## config.mk

```make
export PLATFORM = sky130hd
export DESIGN_NAME = pingpong_stream_seq
export DESIGN_NICKNAME = d
export VERILOG_FILES = /design/src/rtl/pingpong_stream_seq.sv
export SDC_FILE = /design/constraint.sdc
export NUM_CORES = 1
export LEC_CHECK = 0
export ABC_CLOCK_PERIOD_IN_PS = 3800
export BUFFER_PORTS_ARGS = -buffer_cell sky130_fd_sc_hd__buf_2
export CAP_MARGIN = 0
export CELL_PAD_IN_SITES_DETAIL_PLACEMENT = 1
export CELL_PAD_IN_SITES_GLOBAL_PLACEMENT = 1
export CORE_UTILIZATION = 40
export DETAILED_ROUTE_END_ITERATION = 6
export GPL_TIMING_DRIVEN = 0
export PLACE_DENSITY = 0.76
export SYNTH_ARGS = -nofsm -noshare
export SYNTH_HDL_FRONTEND = slang
export SYNTH_SLANG_ARGS = --single-unit
```

## constraint.sdc

```tcl
create_clock -name clk -period 3.8 [get_ports clk]
set_clock_uncertainty 0.15 [all_clocks]
set_input_delay 0.19 -clock clk [delete_from_list [all_inputs] [get_ports clk]]
set_output_delay 0.19 -clock clk [all_outputs]
set_load 0.02 [all_outputs]
```

## src/rtl/pingpong_stream_seq.sv

```systemverilog
module pingpong_stream_seq #(
  parameter int WORD_BYTES = 2,
  parameter int LEN_W      = 10,
  localparam int DW        = 8 * WORD_BYTES,
  localparam int WSH       = $clog2(WORD_BYTES)
) (
  input  logic             clk,
  input  logic             rst_n,
  input  logic             start_i,
  input  logic             stop_i,
  input  logic             dir_rx_i,
  input  logic             single_i,
  input  logic [LEN_W-1:0] buf_len_i,
  input  logic [LEN_W-1:0] chunk_len_i,
  output logic [LEN_W-1:0] mem_addr_o,
  output logic             mem_rd_o,
  input  logic [DW-1:0]    mem_rdata_i,
  output logic             mem_wr_o,
  output logic [DW-1:0]    mem_wdata_o,
  input  logic             mem_err_i,
  output logic             per_tx_valid_o,
  output logic [DW-1:0]    per_tx_data_o,
  input  logic             per_tx_ready_i,
  input  logic             per_rx_valid_i,
  input  logic [DW-1:0]    per_rx_data_i,
  output logic             per_rx_ready_o,
  output logic             busy_o,
  output logic             slot_o,
  output logic             chunk_done_o,
  output logic             tx_end_o,
  output logic             rx_end_o,
  output logic             error_o
);

  logic                  run_q, dir_q, single_q, err_q, tx_end_q, rx_end_q, done_q, cur_q;
  logic [1:0][LEN_W-1:0] slot_off_q;
  logic [1:0]            slot_vld_q;
  logic [LEN_W-1:0]      word_q, cw_q, next_off_q, chunk_q, len_q;
  logic                  tx_go, rx_go, bus_err, beat, last;

  function automatic logic [LEN_W-1:0] wrap_add(input logic [LEN_W-1:0] a, b, lim);
    logic [LEN_W:0] s;
    s = {1'b0, a} + {1'b0, b};
    return (s >= {1'b0, lim}) ? '0 : s[LEN_W-1:0];
  endfunction

  assign tx_go   = run_q & ~dir_q;
  assign rx_go   = run_q & dir_q;
  assign bus_err = (mem_rd_o | mem_wr_o) & mem_err_i;
  assign beat    = ~bus_err & ((tx_go & per_tx_ready_i) | (rx_go & per_rx_valid_i));
  assign last    = (word_q == cw_q - LEN_W'(1));

  assign mem_addr_o     = slot_off_q[cur_q] + (word_q << WSH);
  assign mem_rd_o       = tx_go;
  assign per_tx_valid_o = tx_go & ~mem_err_i;
  assign per_tx_data_o  = mem_rdata_i;
  assign per_rx_ready_o = rx_go;
  assign mem_wr_o       = rx_go & per_rx_valid_i;
  assign mem_wdata_o    = per_rx_data_i;

  assign busy_o       = run_q;
  assign slot_o       = cur_q;
  assign chunk_done_o = done_q;
  assign tx_end_o     = tx_end_q;
  assign rx_end_o     = rx_end_q;
  assign error_o      = err_q;

  always_ff @(posedge clk or negedge rst_n) begin
    if (!rst_n) begin
      run_q      <= 1'b0;
      dir_q      <= 1'b0;
      single_q   <= 1'b0;
      err_q      <= 1'b0;
      tx_end_q   <= 1'b0;
      rx_end_q   <= 1'b0;
      done_q     <= 1'b0;
      cur_q      <= 1'b0;
      slot_off_q <= '0;
      slot_vld_q <= '0;
      word_q     <= '0;
      cw_q       <= '0;
      next_off_q <= '0;
      chunk_q    <= '0;
      len_q      <= '0;
    end else begin
      done_q <= 1'b0;
      if (!run_q) begin
        if (start_i) begin
          run_q         <= 1'b1;
          dir_q         <= dir_rx_i;
          single_q      <= single_i;
          err_q         <= 1'b0;
          if (dir_rx_i) rx_end_q <= 1'b0;
          else          tx_end_q <= 1'b0;
          cur_q         <= 1'b0;
          word_q        <= '0;
          chunk_q       <= chunk_len_i;
          len_q         <= buf_len_i;
          cw_q          <= (single_i ? buf_len_i : chunk_len_i) >> WSH;
          slot_off_q[0] <= '0;
          slot_off_q[1] <= chunk_len_i;
          slot_vld_q[0] <= 1'b1;
          slot_vld_q[1] <= ~single_i & (chunk_len_i < buf_len_i);
          next_off_q    <= (~single_i & (chunk_len_i < buf_len_i))
                           ? wrap_add(chunk_len_i, chunk_len_i, buf_len_i) : '0;
        end
      end else if (stop_i) begin
        run_q      <= 1'b0;
        single_q   <= 1'b0;
        word_q     <= '0;
        next_off_q <= '0;
        slot_off_q <= '0;
        if (dir_q) rx_end_q <= 1'b1;
        else       tx_end_q <= 1'b1;
      end else if (bus_err) begin
        run_q    <= 1'b0;
        single_q <= 1'b0;
        err_q    <= 1'b1;
        word_q   <= '0;
      end else if (beat) begin
        if (!last) begin
          word_q <= word_q + LEN_W'(1);
        end else begin
          word_q <= '0;
          if (single_q) begin
            run_q    <= 1'b0;
            single_q <= 1'b0;
          end else begin
            done_q            <= 1'b1;
            slot_off_q[cur_q] <= next_off_q;
            if (slot_vld_q[!cur_q]) cur_q <= ~cur_q;
            next_off_q        <= wrap_add(next_off_q, chunk_q, len_q);
          end
        end
      end
    end
  end

  p_start_ignored_r10: assert property (@(posedge clk) disable iff (!rst_n)
    busy_o && !stop_i && !bus_err |=> $stable(dir_q));

  p_stop_halts_r7: assert property (@(posedge clk) disable iff (!rst_n)
    busy_o && stop_i |=> !busy_o && (tx_end_o || rx_end_o));

  p_err_halts_r8: assert property (@(posedge clk) disable iff (!rst_n)
    busy_o && !stop_i && bus_err |=> !busy_o && error_o);

  p_err_sticky_r8: assert property (@(posedge clk) disable iff (!rst_n)
    error_o && !start_i |=> error_o);

  p_tx_hold_r2: assert property (@(posedge clk) disable iff (!rst_n)
    tx_go && !per_tx_ready_i && !stop_i && !mem_err_i |=> $stable(mem_addr_o));

  p_addr_step_r2: assert property (@(posedge clk) disable iff (!rst_n)
    beat && !last && !stop_i |=> (mem_addr_o - $past(mem_addr_o)) == LEN_W'(WORD_BYTES));

  p_single_quiet_r9: assert property (@(posedge clk) disable iff (!rst_n)
    single_q |=> !chunk_done_o);

  p_slot_swap_r5: assert property (@(posedge clk) disable iff (!rst_n)
    busy_o && beat && last && !single_q && !stop_i && slot_vld_q[!cur_q] |=> slot_o != $past(slot_o));

endmodule

```

==> metrics.csv <==
metric;value;unit
wl_per_cell;18.14;um
p_per_area;520.9;nW/um^2
drtIter0Drc;201;
gr-total-overflow;0;
synth_top_area_share;0.3597;
synth-main-ff-cell;dfrtp_1;
cts.sinks;79;
synth_seq_cells;79;
drcViolationCount;0;
finalHoldViolations;0;
synthMuxAreaShare;0.06988;
syn_inst;599;
reg2reg_slack;0.24;ns
vias;4770;
grt_pass1_vias;4993;
drt_wl_total;15890;um
antenna_cells;0;
cts_buffers;9;
viasPerCell;5.445;
start_util;0.4118;
period_needed;3.556;ns
synth_area;5497;sq um
die_area;14210;sq um
ioPinCount;113;
synth-edff-count;0;
holdPathEnd;error_o;
r2r-end;next_off_q[8];
maxCapViolCount;0;
timing.rr.start;next_off_q[3];
ir_drop;0.3478;mV
power_leakage;3.241;nW
synth_seq_area_share;0.3597;
htreeDepth;3;
min_period_over_period;0.9358;
clock_path_buffers;2;
crit_type;reg2reg;
comb_power_share;0.375;
syn_area_per_cell;9.176;sq um
ant_nets;0;
crit_required;3.91;ns
numPortBuffers;80;
area_growth;19.28;%
crit_arrival;3.67;ns
clk_pin_slew;0.06;ns
first_pass_iters;4;
slew_violations;0;
yosysWarnings;0;
drive_above_1_share;0.2357;
grt_usage;0.2374;
async_reset_ff_frac;1.000;
worstMarginPinSlew;0.8015;ns
synth_compound_area_frac;0.1887;
routabilityCongestion;0.8523;
cp-start-kind;flip-flop;
antenna_found_initial;0;
switching_share;0.3612;
cp_max_fo;10;
die_x;119.2;um
synth_top_family_by_area;compound AO/OA/AOI/OAI gates;
synth-simple-area-share;0.1272;
outcome;completed;
synthXorXnorAreaFrac;0.04462;
crit_path_end_kind;flip-flop;
syn_nets;710;
worst_r2r_path_depth;13;
slew_headroom;0.4647;
grt_max_degree;47;
yosys.area.top_type;dfrtp_1;
cts_tree;yes;
clockRootBuffer;clkbuf_16;
fp.dieH;119.2;um
min-delay-start;mem_err_i;
setup_viol;0;
insertion_delay;0.34;ns
dpl.hpwl;12480;um
synth_cell_types;63;
ys_top_cells_by_area;dfrtp_1, ha_1, o21ai_0, buf_4, nand2_1;
grt_first_pass_wirelength;26030;um
coreArea;13350;sq um
rsz0062_at_grt;false;
num_rows;42;
seqPwrFrac;0.334;
clockPowerShare;0.292;
hold_path_depth;2;
synthAdderAreaFrac;0.1165;
p_switching;1.234;mW
final_util;0.4912;
nets;806;
max_freq;0.2812;GHz
fin_ws;0.2441;ns
hold_class;in2reg;
dp_slack;-0.2731;ns
internal_power;2.181;mW
## worst max-delay path by stage
stage | cells after the start | end | slack [ns] | start
detailed placement | 12 | next_off_q[8] | -0.27 | next_off_q[3]
finish | 13 | next_off_q[8] | 0.24 | next_off_q[3]
floorplan | 13 | mem_addr_o[9] | 0.49 | slot_o
CTS | 14 | mem_addr_o[9] | 0.03 | slot_o
global route | 13 | next_off_q[8] | 0.05 | next_off_q[3]
global placement | 12 | next_off_q[4] | -0.14 | next_off_q[1]
## cell usage after synthesis, types with 11 or more instances
cell type and number:
a21oi_1 33, mux2i_1 11, xnor2_1 18, inv_1 54
nor2_1 32, dfrtp_1 79, buf_4 32, clkbuf_1 14
ha_1 48, nand2_1 57, o21ai_0 55, nand3_1 15
## worst max-delay path: stages, from the launching register on
cell	delay, ns
dfrtp_1	0.45
ha_1	0.39
a21oi_1	0.18
o22ai_1	0.12
o211ai_1	0.32
o311ai_0	0.26
ha_1	0.25
a2111oi_0	0.35
o21ai_0	0.17
a31o_2	0.26
a21oi_4	0.13
buf_12	0.14
a22oi_1	0.08
a21oi_1	0.21
## power groups by stage
stage | registers [mW] | clock network (mW) | logic (mW)
2_1_floorplan | 1.10 | 0 | 0.895
3_3_place_gp | 1.14 | 0 | 1.16
3_5_place_dp | 1.15 | 0 | 1.23
4_1_cts | 1.14 | 1.01 | 1.25
5_1_grt | 1.16 | 1.05 | 1.43
6_report | 1.14 | 0.996 | 1.28
## layer usage
metal	global-route usage	part of all wire	up-vias
li1	-	-	2257
met1	0.3014	0.44	2350
met2	0.4132	0.50	142
met3	0.03927	0.041	21
met4	0.06725	0.018	0
met5	0	0	-
## through the flow
stage	instances	total power [mW]	hold WS (ns)	cell area [sq um]	TNS (ns)
after floorplan	599	1.999	-0.2556	5497	0
after global placement	855	2.299	0.2874	6117	-1.065
after detailed placement	856	2.375	0.03497	6147	-2.303
after CTS	875	3.399	0.002980	6521	0
after global routing	876	3.639	0.02277	6556	0
final	876	3.415	0.01634	6556	0
## logic make-up after synthesis
family / after synthesis
AO/OA/AOI/OAI: 160
AND/OR/NAND/NOR: 146
buffers and inverters: 104
flip-flops: 79
adder cells (fa/ha/maj): 50
multiplexers: 32
XOR/XNOR: 28
## final cells by class
type                            count  area (sq um)
Fill cell                        1579          6792
Multi-Input combinational cell    416          3018
Sequential cell                    79          1978
Timing Repair Buffer               86         488.0
Buffer                             48         306.5
Clock buffer                       11         232.7
Tap cell                          176         220.2
Inverter                           55         206.4
Clock inverter                      5         106.4
## state kept, by name, indices dropped and copies added, names as in the netlist
register and cells:
word_q 10, slot_off_q 20, len_q 10, dir_q 1, busy_o 1, rx_end_o 1, tx_end_o 1, chunk_done_o 1
chunk_q 10, slot_vld_q 2, error_o 1, next_off_q 10, cw_q 9, slot_o 1, single_q 1
## placed cells by master, fill, tap and decap left out, types with 15 or more instances in the layout
master   instances
o21ai_0         55
nor2_1          32
dfrtp_1         78
buf_4           34
nand2_1         57
nand3_1         15
inv_1           54
ha_1            48
a21oi_1         32
buf_2           80
xnor2_1         18
## repair_timing
item                                    in CTS  in global routing
endpoints found under the hold margin       36                  0
pin swaps                                    0                  2
hold buffers                                 3                  0
endpoints found under the setup margin      13                 13
buffers inserted                             0                  2
gates resized for setup                      2                  4
Power figures use the tool's default switching activity.
